--- src/rtl/uart_wake_rx.sv ---
module uart_wake_rx #(
  parameter int OVS = 16,
  parameter int DW  = 8
) (
  input  logic          clk,
  input  logic          rst_n,
  input  logic          baud_tick,
  input  logic          rx,
  input  logic          wake_set,
  input  logic          rd_data,
  output logic          wake_en,
  output logic [DW-1:0] rx_data,
  output logic          rx_flag,
  output logic          rx_idle,
  output logic          frame_err
);
  localparam int CW = $clog2(OVS);
  localparam int BW = $clog2(DW);

  typedef enum logic [1:0] {S_IDLE, S_START, S_DATA, S_STOP} st_t;
  st_t st;

  logic s1, s2, sp, woke;
  logic [CW-1:0] cnt;
  logic [BW-1:0] bits;
  logic [DW-1:0] shr;

  wire fall     = sp & ~s2;
  wire rise     = ~sp & s2;
  wire idle     = (st == S_IDLE);
  wire go       = idle & ~wake_en & fall;
  wire arm      = wake_set & idle & ~wake_en & ~go;
  wire wake_hit = wake_en & ~woke & fall;
  wire mid      = baud_tick && cnt == CW'(OVS/2 - 1);
  wire last     = baud_tick && cnt == CW'(OVS - 1);
  wire done     = (st == S_STOP) & last;

  assign rx_idle = idle;

  always_ff @(posedge clk or negedge rst_n)
    if (!rst_n) {s1, s2, sp} <= 3'b111;
    else        {s1, s2, sp} <= {rx, s1, s2};

  always_ff @(posedge clk or negedge rst_n)
    if (!rst_n) begin
      wake_en <= 1'b0;
      woke    <= 1'b0;
    end else if (arm) begin
      wake_en <= 1'b1;
      woke    <= 1'b0;
    end else if (wake_hit) begin
      woke    <= 1'b1;
    end else if (wake_en && woke && rise) begin
      wake_en <= 1'b0;
      woke    <= 1'b0;
    end

  always_ff @(posedge clk or negedge rst_n)
    if (!rst_n) begin
      st   <= S_IDLE;
      cnt  <= '0;
      bits <= '0;
      shr  <= '0;
    end else begin
      case (st)
        S_IDLE: if (go) begin
          st  <= S_START;
          cnt <= '0;
        end
        S_START: if (baud_tick) begin
          cnt <= cnt + 1'b1;
          if (mid) begin
            cnt  <= '0;
            bits <= '0;
            st   <= s2 ? S_IDLE : S_DATA;
          end
        end
        S_DATA: if (baud_tick) begin
          cnt <= cnt + 1'b1;
          if (last) begin
            cnt  <= '0;
            shr  <= {s2, shr[DW-1:1]};
            bits <= bits + 1'b1;
            if (bits == BW'(DW - 1)) st <= S_STOP;
          end
        end
        S_STOP: if (baud_tick) begin
          cnt <= cnt + 1'b1;
          if (last) begin
            cnt <= '0;
            st  <= S_IDLE;
          end
        end
        default: st <= S_IDLE;
      endcase
    end

  always_ff @(posedge clk or negedge rst_n)
    if (!rst_n) begin
      rx_data   <= '0;
      rx_flag   <= 1'b0;
      frame_err <= 1'b0;
    end else if (done) begin
      rx_data   <= shr;
      rx_flag   <= 1'b1;
      frame_err <= ~s2;
    end else if (wake_hit) begin
      rx_data   <= '0;
      rx_flag   <= 1'b1;
      frame_err <= 1'b0;
    end else if (rd_data) begin
      rx_flag   <= 1'b0;
      frame_err <= 1'b0;
    end
endmodule

--- config.mk ---
export PLATFORM = sky130hd
export DESIGN_NAME = uart_wake_rx
export DESIGN_NICKNAME = d
export VERILOG_FILES = /design/src/rtl/uart_wake_rx.sv
export SDC_FILE = /design/constraint.sdc
export NUM_CORES = 1
export LEC_CHECK = 0
export ABC_AREA = 1
export BUFFER_PORTS_ARGS = -buffer_cell sky130_fd_sc_hd__buf_2
export CORE_MARGIN = 2
export CORE_UTILIZATION = 31
export CTS_CLUSTER_SIZE = 14
export DETAILED_ROUTE_END_ITERATION = 12
export PLACE_DENSITY = 0.59
export SLEW_MARGIN = 10
export SYNTH_ARGS = -nofsm -noshare
export SYNTH_HDL_FRONTEND = slang
export SYNTH_SLANG_ARGS = --single-unit
--- constraint.sdc ---
create_clock -name clk -period 1.9 [get_ports clk]
set_input_delay 0.38 -clock clk [delete_from_list [all_inputs] [get_ports clk]]
set_output_delay 0.38 -clock clk [all_outputs]
set_load 0.02 [all_outputs]
==> results.ini <==
[status]
status=finished clean

[sta]
fin_crit_sh_pct=84.4
rsz0062_at_grt=false
setup_tns_ns=0
fin_crit_ns=1.60
finalSetupViolCount=0
max_slew_margin_pct=54.2
fmax_ghz=0.623
maxSlewViolCount=0
hold_ws_ns=0.140
fin_skew_ns=0.00404
max_slew.worst_pin.slew_ns=0.688
hold_viol=0

[power]
combPwrFrac_pct=26.1
sw_frac_of_total_pct=35.2
p_leak_uw=0.000814
pwr-share-seq_pct=46.7
powerDensity_nw_per_um2=1120
ir_drop_v=0.000608
p_clk_share_pct=27.2
p_int_uw=1180
switching_power_uw=639

[cts]
ctsResizeCount=0
cts_tree=built
worstSkewPairLatency_ns=0.28
cts_hold_buf=0
cts_root_buf=clkbuf_8
cts_buffer_depth=2
postCtsSetupBuffers=0
clk_pin_slew_ns=0.06
htreeDepth=2
cts.sinks=32
numCtsBuffers=5

[grt]
grt_pass1_wl_um=4450
antenna_found_initial=0
grt_pass1_vias=981
overflow=0
grt_max_degree=33
grt.total_usage_pct=11.3

[route]
drc=0
num_vias=1025
drt_iter0_markers=76
ant_nets=0
dr.pass1.iters=4
routedWlPerCell_um=10.4
wl_um=2400
drt-vias-per-instance=4.44

[critical_path]
cp-end-kind=register
cpLargestDelayFamily=simple AND/OR/NAND/NOR gates
critPathArrivalTime_ns=1.80
slowest_delay_ns=0.38
critical-path-slowest-cell=dfrtp_1
cp.required_ns=2.10
worstPathCellList=ha_1 > nand2_1 > nor2_4 > nand2_1 > o21ai_2 > inv_2 > nand2_1 > o22ai_1
cp-start-kind=register
cp_max_fo=10
path_class=reg2reg
crit_buf_inv=1
crit_top_cell=nand2_1

[layout]
num-fill-cells=455
final_cell_area_um2=1610
register_area_um2=805
drive_gt1_share_pct=20.1
multiInputGateArea_um2=492
area_delta_synth_final_pct=16.1
n_antenna_cell=0
num-nets-final=187

[synth]
synth_cell_type_count=21
ys_async_sr_fraction_pct=100
ys_ff_latch=32
avgSynthCellArea_um2=8.97
synth-edff-count=0
synth.largest_area_cell=dfrtp_1
netlist_top_cells_area=dfrtp_1, nand2_1, o21ai_0, dfstp_2, inv_1
yosysWarnings=0
ys_seq_area_share_pct=57.9
synth-main-ff-cell=dfrtp_1
syn_nets=164
synthCells=155
yosysMostFrequentCell=nand2_1
synth_top_area_share_pct=52.2
synth_common_cells=nand2_1, dfrtp_1, inv_1, o21ai_0, nand3_1
synth_area_um2=1390

[die]
initial_utilization_pct=32.1
die-area_um2=5040
core_area_um2=4320
fp.dieW_um=71.0
io_pins=18
rows=24
die_height_um=71.0

[placed_design]
dpl-instance-area_um2=1530
io_buffers=17
hpwl_um=1720
routabilityCongestion=0.733

[job]
maxCapViolCount=0

[min_path]
hold_path_class=in2async

-- final timing paths --
path	from	endpoint	slack [ns]	cells past startpoint
worst max-delay path	cnt[0]$_DFFE_PN0P_	frame_err$_DFFE_PN0P_	0.30	8
worst min-delay path	rst_n	cnt[2]$_DFFE_PN0P_	0.14	1
worst max register to register	cnt[0]$_DFFE_PN0P_	frame_err$_DFFE_PN0P_	0.30	8
worst min register to register	s1$_DFF_PN1_	s2$_DFF_PN1_	0.36	0
max in group asynchronous	rst_n	rx_data[2]$_DFFE_PN0P_	1.32	1
min in group clk	rx	s1$_DFF_PN1_	0.19	1
-- power by group through the flow --
stage	Combinational (µW)	Sequential, µW	Clock, µW
CTS	483	847	516
detailed placement	480	859	0
global route	559	858	548
finish	473	848	494
floorplan	345	866	0
global placement	482	860	0
-- through the flow --
| step | setup WS, ns | power [µW] | cells | util, % |
|---|---|---|---|---|
| after global routing | 0.0949 | 1960 | 231 | 37.3 |
| after global placement | 0.357 | 1340 | 223 | 35.4 |
| after floorplan | 0.532 | 1210 | 155 | - |
| final | 0.296 | 1820 | 231 | 37.3 |
| after detailed placement | 0.286 | 1340 | 223 | 35.4 |
| after CTS | 0.283 | 1850 | 231 | 37.3 |
-- sequential cells by signal, indices dropped and copies added, names as in the netlist, named ones only --
| register | cells |
|---|---|
| sp | 1 |
| s1 | 1 |
| s2 | 1 |
| cnt | 4 |
| rx_data | 8 |
| wake_en | 1 |
| st | 1 |
| rx_flag | 1 |
| woke | 1 |
| shr | 8 |
| frame_err | 1 |
| bits | 3 |
-- cell usage in the layout, fill, tap and decap left out, types with 3 or more instances in the layout --
| cell type | count |
|---|---|
| o21ai_0 | 20 |
| o21ai_1 | 4 |
| nand3_1 | 10 |
| nand2_1 | 43 |
| clkbuf_8 | 5 |
| dfstp_2 | 3 |
| inv_1 | 20 |
| a21oi_1 | 3 |
| dfrtp_1 | 29 |
| ha_1 | 3 |
| buf_2 | 17 |
| nor2_2 | 3 |
| nor2_1 | 5 |
-- final cells by class --
class | instances | area share [%]
timing repair buffer | 17 | 5.27
sequential | 32 | 49.8
clock buffer | 6 | 4.50
clock inverter | 2 | 0.775
tap | 52 | 4.03
multi-input combinational | 100 | 30.5
inverter | 22 | 5.12
-- routing by layer --
metal | GRT usage, % | vias to the layer above | part of all wire (%)
li1 | - | 543 | -
met1 | 15.7 | 458 | 53
met2 | 15.6 | 20 | 41
met3 | 3.70 | 4 | 5.0
met4 | 6.29 | 0 | 1.2
met5 | 0 | - | 0
-- cell families (layout without fill, tap and decap cells) --
kind of cell,after synthesis,count (layout),synth area share [%]
XOR/XNOR,1,1,0.630
adder cells (fa/ha/maj),3,3,2.70
AND/OR/NAND/NOR,67,67,21.2
flip-flops,32,32,57.9
AO/OA/AOI/OAI,29,29,10.8
buffers and inverters,23,47,6.75
Power figures use the tool's default switching activity.
